--- src/rtl/pio_pkg.sv ---
package pio_pkg;
  typedef enum logic [1:0] {
    CMD_CTRL  = 2'd0,
    CMD_TEST  = 2'd1,
    CMD_READ  = 2'd2,
    CMD_WRITE = 2'd3
  } pio_cmd_e;

  localparam int ST_READY = 0;
  localparam int ST_BUSY  = 1;
  localparam int ST_PERR  = 2;
  localparam int ST_OVR   = 3;
  localparam int ST_IEN   = 4;
  localparam int ST_PODD  = 5;
  localparam int ST_IPEND = 6;

  localparam int CT_IEN   = 0;
  localparam int CT_PODD  = 1;
  localparam int CT_PULSE = 2;
  localparam int CT_ACK   = 3;
endpackage

--- src/rtl/pio_decode.sv ---
module pio_decode
  import pio_pkg::*;
#(
  parameter int                ADDR_W    = 8,
  parameter logic [ADDR_W-1:0] BASE_ADDR = 8'h40
) (
  input  logic              req_i,
  input  logic [ADDR_W-1:0] addr_i,
  input  logic [1:0]        cmd_i,
  output logic              ctl_o,
  output logic              test_o,
  output logic              rd_data_o,
  output logic              rd_stat_o,
  output logic              wr_o
);
  localparam logic [ADDR_W-2:0] BASE_HI = BASE_ADDR[ADDR_W-1:1];

  logic     hit;
  pio_cmd_e cmd;

  assign hit = req_i && (addr_i[ADDR_W-1:1] == BASE_HI);
  assign cmd = pio_cmd_e'(cmd_i);

  always_comb begin
    ctl_o     = 1'b0;
    test_o    = 1'b0;
    rd_data_o = 1'b0;
    rd_stat_o = 1'b0;
    wr_o      = 1'b0;
    if (hit) begin
      unique case (cmd)
        CMD_CTRL:  ctl_o  = 1'b1;
        CMD_TEST:  test_o = 1'b1;
        CMD_READ:  if (addr_i[0]) rd_stat_o = 1'b1; else rd_data_o = 1'b1;
        CMD_WRITE: wr_o   = 1'b1;
        default:   ;
      endcase
    end
  end
endmodule

--- src/rtl/pio_rx.sv ---
module pio_rx #(
  parameter int DATA_W = 8
) (
  input  logic              clk_i,
  input  logic              rst_ni,
  input  logic              start_i,
  input  logic              collect_i,
  input  logic              podd_i,
  input  logic              dev_valid_i,
  input  logic [DATA_W-1:0] dev_data_i,
  output logic              dev_ready_o,
  output logic              busy_o,
  output logic              ready_o,
  output logic [DATA_W-1:0] data_o,
  output logic              done_o,
  output logic              perr_o
);
  logic take;

  assign take        = busy_o && dev_valid_i;
  assign dev_ready_o = busy_o;
  assign done_o      = take;
  assign perr_o      = take && ((^dev_data_i) != podd_i);

  always_ff @(posedge clk_i or negedge rst_ni) begin
    if (!rst_ni) begin
      busy_o  <= 1'b0;
      ready_o <= 1'b0;
      data_o  <= '0;
    end else begin
      if (start_i)        busy_o <= 1'b1;
      else if (take)      busy_o <= 1'b0;
      if (take) begin
        ready_o <= 1'b1;
        data_o  <= dev_data_i;
      end else if (collect_i) begin
        ready_o <= 1'b0;
      end
    end
  end

  a_r3_ready_after_fetch: assert property (@(posedge clk_i) disable iff (!rst_ni)
    $rose(ready_o) |-> $past(busy_o));
  a_r4_collect_clears: assert property (@(posedge clk_i) disable iff (!rst_ni)
    collect_i |=> !ready_o);
endmodule

--- src/rtl/pio_tx.sv ---
module pio_tx #(
  parameter int DATA_W = 8
) (
  input  logic              clk_i,
  input  logic              rst_ni,
  input  logic              start_i,
  input  logic              podd_i,
  input  logic [DATA_W-1:0] wdata_i,
  output logic              dev_valid_o,
  output logic [DATA_W-1:0] dev_data_o,
  input  logic              dev_ready_i
);
  localparam int CODE_W = DATA_W - 1;

  logic unused_wmsb;
  logic par_bit;

  assign unused_wmsb = wdata_i[DATA_W-1];
  assign par_bit     = (^wdata_i[CODE_W-1:0]) ^ podd_i;

  always_ff @(posedge clk_i or negedge rst_ni) begin
    if (!rst_ni) begin
      dev_valid_o <= 1'b0;
      dev_data_o  <= '0;
    end else if (start_i) begin
      dev_valid_o <= 1'b1;
      dev_data_o  <= {par_bit, wdata_i[CODE_W-1:0]};
    end else if (dev_ready_i) begin
      dev_valid_o <= 1'b0;
    end
  end

  a_r5_hold_until_ready: assert property (@(posedge clk_i) disable iff (!rst_ni)
    dev_valid_o && !dev_ready_i |=> dev_valid_o && $stable(dev_data_o));
endmodule

--- src/rtl/pio_port.sv ---
module pio_port
  import pio_pkg::*;
#(
  parameter int                ADDR_W    = 8,
  parameter logic [ADDR_W-1:0] BASE_ADDR = 8'h40
) (
  input  logic              clk_i,
  input  logic              rst_ni,
  input  logic              req_i,
  input  logic [ADDR_W-1:0] addr_i,
  input  logic [1:0]        cmd_i,
  input  logic [7:0]        wdata_i,
  output logic [7:0]        rdata_o,
  output logic              irq_o,
  input  logic              dev_rx_valid_i,
  input  logic [7:0]        dev_rx_data_i,
  output logic              dev_rx_ready_o,
  output logic              dev_tx_valid_o,
  output logic [7:0]        dev_tx_data_o,
  input  logic              dev_tx_ready_i,
  output logic              dev_ctl_o
);
  localparam int DATA_W = 8;

  logic ctl, test, rd_data, rd_stat, wr;
  logic busy, rx_busy, rx_ready, rx_done, rx_perr;
  logic rx_start, collect, tx_start;
  logic ien_q, podd_q, perr_q, ovr_q, ipend_q;
  logic [DATA_W-1:0] rx_data;
  logic [7:0] status;

  pio_decode #(.ADDR_W(ADDR_W), .BASE_ADDR(BASE_ADDR)) u_decode (
    .req_i, .addr_i, .cmd_i,
    .ctl_o(ctl), .test_o(test), .rd_data_o(rd_data), .rd_stat_o(rd_stat), .wr_o(wr)
  );

  assign busy     = rx_busy || dev_tx_valid_o;
  assign rx_start = rd_data && !busy && !rx_ready;
  assign collect  = rd_data && !busy && rx_ready;
  assign tx_start = wr && !busy;

  pio_rx #(.DATA_W(DATA_W)) u_rx (
    .clk_i, .rst_ni,
    .start_i(rx_start), .collect_i(collect), .podd_i(podd_q),
    .dev_valid_i(dev_rx_valid_i), .dev_data_i(dev_rx_data_i), .dev_ready_o(dev_rx_ready_o),
    .busy_o(rx_busy), .ready_o(rx_ready), .data_o(rx_data), .done_o(rx_done), .perr_o(rx_perr)
  );

  pio_tx #(.DATA_W(DATA_W)) u_tx (
    .clk_i, .rst_ni,
    .start_i(tx_start), .podd_i(podd_q), .wdata_i(wdata_i),
    .dev_valid_o(dev_tx_valid_o), .dev_data_o(dev_tx_data_o), .dev_ready_i(dev_tx_ready_i)
  );

  always_comb begin
    status           = '0;
    status[ST_READY] = rx_ready;
    status[ST_BUSY]  = busy;
    status[ST_PERR]  = perr_q;
    status[ST_OVR]   = ovr_q;
    status[ST_IEN]   = ien_q;
    status[ST_PODD]  = podd_q;
    status[ST_IPEND] = ipend_q;
  end

  assign irq_o = ipend_q && ien_q;

  always_ff @(posedge clk_i or negedge rst_ni) begin
    if (!rst_ni) begin
      ien_q     <= 1'b0;
      podd_q    <= 1'b0;
      perr_q    <= 1'b0;
      ovr_q     <= 1'b0;
      ipend_q   <= 1'b0;
      dev_ctl_o <= 1'b0;
      rdata_o   <= '0;
    end else begin
      dev_ctl_o <= ctl && wdata_i[CT_PULSE];
      if (ctl) begin
        ien_q  <= wdata_i[CT_IEN];
        podd_q <= wdata_i[CT_PODD];
      end
      // new events win over a clear in the same cycle
      if (rx_perr)       perr_q <= 1'b1;
      else if (rd_stat)  perr_q <= 1'b0;
      if ((rd_data || wr) && busy) ovr_q <= 1'b1;
      else if (rd_stat)            ovr_q <= 1'b0;
      if (rx_done)                                  ipend_q <= 1'b1;
      else if (collect || (ctl && wdata_i[CT_ACK])) ipend_q <= 1'b0;
      if (test || rd_stat) rdata_o <= status;
      else if (collect)    rdata_o <= rx_data;
    end
  end

  a_r7_single_busy: assert property (@(posedge clk_i) disable iff (!rst_ni)
    !(rx_busy && dev_tx_valid_o));
  a_r10_irq_has_data: assert property (@(posedge clk_i) disable iff (!rst_ni)
    irq_o |-> rx_ready);
  a_r9_test_keeps_flags: assert property (@(posedge clk_i) disable iff (!rst_ni)
    test && !rx_done |=> $stable(perr_q) && $stable(ovr_q) && $stable(ipend_q));
endmodule

--- config.mk ---
export PLATFORM = sky130hd
export DESIGN_NAME = pio_port
export DESIGN_NICKNAME = d
export VERILOG_FILES = /design/src/rtl/pio_pkg.sv /design/src/rtl/pio_decode.sv /design/src/rtl/pio_rx.sv /design/src/rtl/pio_tx.sv /design/src/rtl/pio_port.sv
export SDC_FILE = /design/constraint.sdc
export NUM_CORES = 1
export LEC_CHECK = 0
export ABC_AREA = 1
export CELL_PAD_IN_SITES_DETAIL_PLACEMENT = 0
export CELL_PAD_IN_SITES_GLOBAL_PLACEMENT = 1
export CORE_ASPECT_RATIO = 1.1
export CORE_MARGIN = 1.5
export CORE_UTILIZATION = 37
export DETAILED_ROUTE_END_ITERATION = 10
export HOLD_SLACK_MARGIN = 0.12
export PLACE_DENSITY = 0.82
export SYNTH_ARGS = -nofsm -noshare
export SYNTH_HDL_FRONTEND = slang
export SYNTH_SLANG_ARGS = --single-unit
--- constraint.sdc ---
create_clock -name clk_i -period 3.8 [get_ports clk_i]
set_input_delay 0.38 -clock clk_i [delete_from_list [all_inputs] [get_ports clk_i]]
set_output_delay 0.38 -clock clk_i [all_outputs]
set_load 0.005 [all_outputs]
==> key figures <==
Worst setup path
  • Crit end category: flop
  • WP data arrival: 1.86 ns
  • WS Path Type: in2reg
  • Worst setup SP type: input port
  • Worst-path maximum fanout: 11
  • Crit path top cell by count: nand2_1
  • Slowest-stage cell, CP: clkdlybuf4s50_1
  • Cell Chain, Critical Path: clkdlybuf4s50_1 -> nand2_1 -> nor2_1 -> nand2_1 -> inv_2 -> nand3_2 -> nand2_1 -> o21ai_2
  • WP data required: between 3 and 4 ns
  • Critical Path Max Stage Delay: 0.58 ns

Drt
  • Post-Route WL: 4081 µm
  • DR pass1 iterations: 7
  • Via density: between 4 and 5
  • Via count: 1700
  • DRC viols: 3
  • Wirelength per Cell: about 11 µm
  • Antenna Nets Post-Route: 0
  • Drt initial violations: 53

Power
  • Flop pwr share: between 40% and 50%
  • Power Dens Cells: 326.6 nW/µm²
  • Internal power: about 0.64 mW
  • Switch Pwr: roughly 0.20 mW
  • VDD IR max: between 0.15 and 0.2 mV
  • Sw frac: 23.36%
  • Total power: roughly 0.84 mW
  • Clock network power share: 40.7%
  • Static leakage: 1.344 nW
  • Combinational Power Share: 14.0%

STA
  • F_max: slightly below 600 MHz
  • Final worst-path cycle share: between 40% and 50%
  • Fin crit period: around 1.7 ns
  • Final slew viol count: 0
  • Final Setup Violations: 0
  • Setup Skew: 0.01014 ns
  • Total negative slack: 0 ns
  • WHS: around 0.48 ns
  • RSZ-0062 raised after global routing: false
  • Endpoints failing hold: 0
  • Relative slew slack: a little under two thirds
  • Slew @ Worst Pin: 0.5359 ns

GRT
  • Largest net degree at the start of global routing: 34
  • Antenna violations before repair: 0
  • Tot GR Track Use: 16.06%
  • Grt ovf: 0
  • First-pass GRT wire length: approximately 7000 µm
  • Vias in the first global route: approximately 1500

Finish
  • Most frequent cells in the layout: nand2_1, clkdlybuf4s50_1, dfrtp_1
  • Most common cell after layout, fill and taps aside: nand2_1
  • Final-layout fill cell count: roughly 500
  • Share of cells above drive strength 1: a little over 9%
  • Ant diodes: 0
  • Final Net Count: around 350
  • Area growth syn-to-layout: 33.29%

Die
  • Starting Density: roughly 38%
  • Die area: around 5600 µm²
  • Die height: approximately 79 µm
  • I/O Pins: roughly 50
  • Core area: between 4000 and 5000 µm²
  • Die X: 71.70 µm
  • Row count: 27

Clocking
  • Post-cts sizing count: 0
  • Cts hold-fix bufs: 0
  • Worst skew pair latency: 0.28 ns
  • Num CTS Buffers: 5
  • CTS tree: built
  • Post-CTS Setup Inserts: 0
  • Max clock buf depth: 2
  • CTS sink count: 33
  • Clock transition at path regs: 0.07 ns
  • Htree depth: 2
  • Clock Tree Root: clkbuf_8

Synth
  • Primary FF master, synth: dfrtp_1
  • Mapped Avg Cell Area: ~7.4 µm²
  • Number of synthesized flops with an enable pin: 0
  • Seq cells post-synth: 33
  • Synth warn: 0
  • Post-Syn Instances: roughly 260
  • Async set-or-reset flop fraction in the synthesized netlist: between 90% and 100%
  • Synthesized area: 1921 µm²
  • Yosys cell types: 27
  • Register area share after synthesis: around 43%
  • Syn nets: between 200 and 300

Outcome
  • Outcome: finished, violations left
  • Failing checks: design-rule violations

Placement
  • Port Buffers: a little under 50
  • HPWL Detailed: about 3200 µm
  • Gp weighted congestion: 0.7718

Worst hold path
  • Hold Path Class: reg2reg

Job
  • Max Cap Viol: 0
cell usage after synthesis (2+ instances only):
| master | count | area, µm² |
|---|---|---|
| inv_1 | 31 | 116.4 |
| dfrtp_1 | 33 | 825.8 |
| nor2_1 | 14 | 52.55 |
| nand3_1 | 23 | 115.1 |
| nand3_2 | 2 | 20.02 |
| inv_2 | 3 | 11.26 |
| o21ai_0 | 13 | 65.06 |
| nor2_2 | 2 | 12.51 |
| nand3_4 | 2 | 35.03 |
| nand4_1 | 2 | 12.51 |
| o21ai_2 | 3 | 26.28 |
| xnor2_1 | 4 | 35.03 |
| nand2_1 | 112 | 420.4 |
| nand2_2 | 4 | 25.02 |
worst paths after layout:
check                                    from            endpoint  slack [ns]  depth (start not counted)
hold reg to reg            u_tx.dev_data_o[3]  u_tx.dev_data_o[3]        0.48                          2
max in group asynchronous              rst_ni      u_rx.data_o[5]        2.99                          2
setup reg to reg             u_tx.dev_valid_o  u_tx.dev_data_o[7]        2.30                          5
setup / recovery                        req_i  u_tx.dev_data_o[2]        2.11                          8
hold / removal             u_tx.dev_data_o[3]  u_tx.dev_data_o[3]        0.48                          2
min in group asynchronous              rst_ni  u_tx.dev_data_o[3]        0.50                          2
layout make-up:
cell class / count / area [µm²] / share of cell area [%]
multi-input combinational: 190 / 910.9 / 35.58
timing repair buffer: 50 / 498.0 / 19.45
inverter: 35 / 136.4 / 5.327
clock buffer: 7 / 86.33 / 3.372
tap: 58 / 72.57 / 2.835
sequential: 33 / 825.8 / 32.26
clock inverter: 1 / 30.03 / 1.173
per-stage QoR:
step / std cells / setup slack (ns) / util [%] / instance area, µm²
after floorplan: 261 / 2.506 / - / 1921
after global placement: 366 / 1.793 / 48.87 / 2444
after detailed placement: 366 / 1.790 / 48.87 / 2444
after CTS: 374 / 2.091 / 51.20 / 2560
after global routing: 374 / 1.974 / 51.20 / 2560
final: 374 / 2.113 / 51.20 / 2560
registers in the layout, indices dropped and copies added, names as in the netlist:
signal,count
ien_q,1
podd_q,1
u_tx.dev_valid_o,1
u_rx.data_o,8
u_tx.dev_data_o,8
rdata_o,8
ipend_q,1
u_rx.ready_o,1
u_rx.busy_o,1
ovr_q,1
perr_q,1
dev_ctl_o,1
power groups by stage:
stage	clock [mW]	sequential, mW	combinational, mW
2_1_floorplan	0	0.381	0.0662
3_3_place_gp	0	0.385	0.116
3_5_place_dp	0	0.385	0.118
4_1_cts	0.350	0.379	0.119
5_1_grt	0.367	0.381	0.134
6_report	0.341	0.379	0.117
critical path: cells and delay by family:
kind / cells / cell delay (ns)
AOI/OAI and AO/OA: 1 / 0.06
buffers and inverters: 2 / 0.68
and+or+nand+nor: 5 / 0.74
metal layers:
layer / wire length (µm) / global-route usage, %
met1: 1994 / 21.11
met2: 1816 / 24.72
met3: 190 / 3.594
met4: 79 / 7.925
met5: 0 / 0
kinds of logic (layout without fill, tap and decap cells):
kind of cell,after synthesis,in the layout,share of synthesized area [%]
simple gates,166,166,39.41
buf+inv,38,93,9.576
flops,33,33,43.00
compound gates,19,19,5.733
xor+xnor,5,5,2.280
No activity file was read; power rests on OpenSTA's default activity.
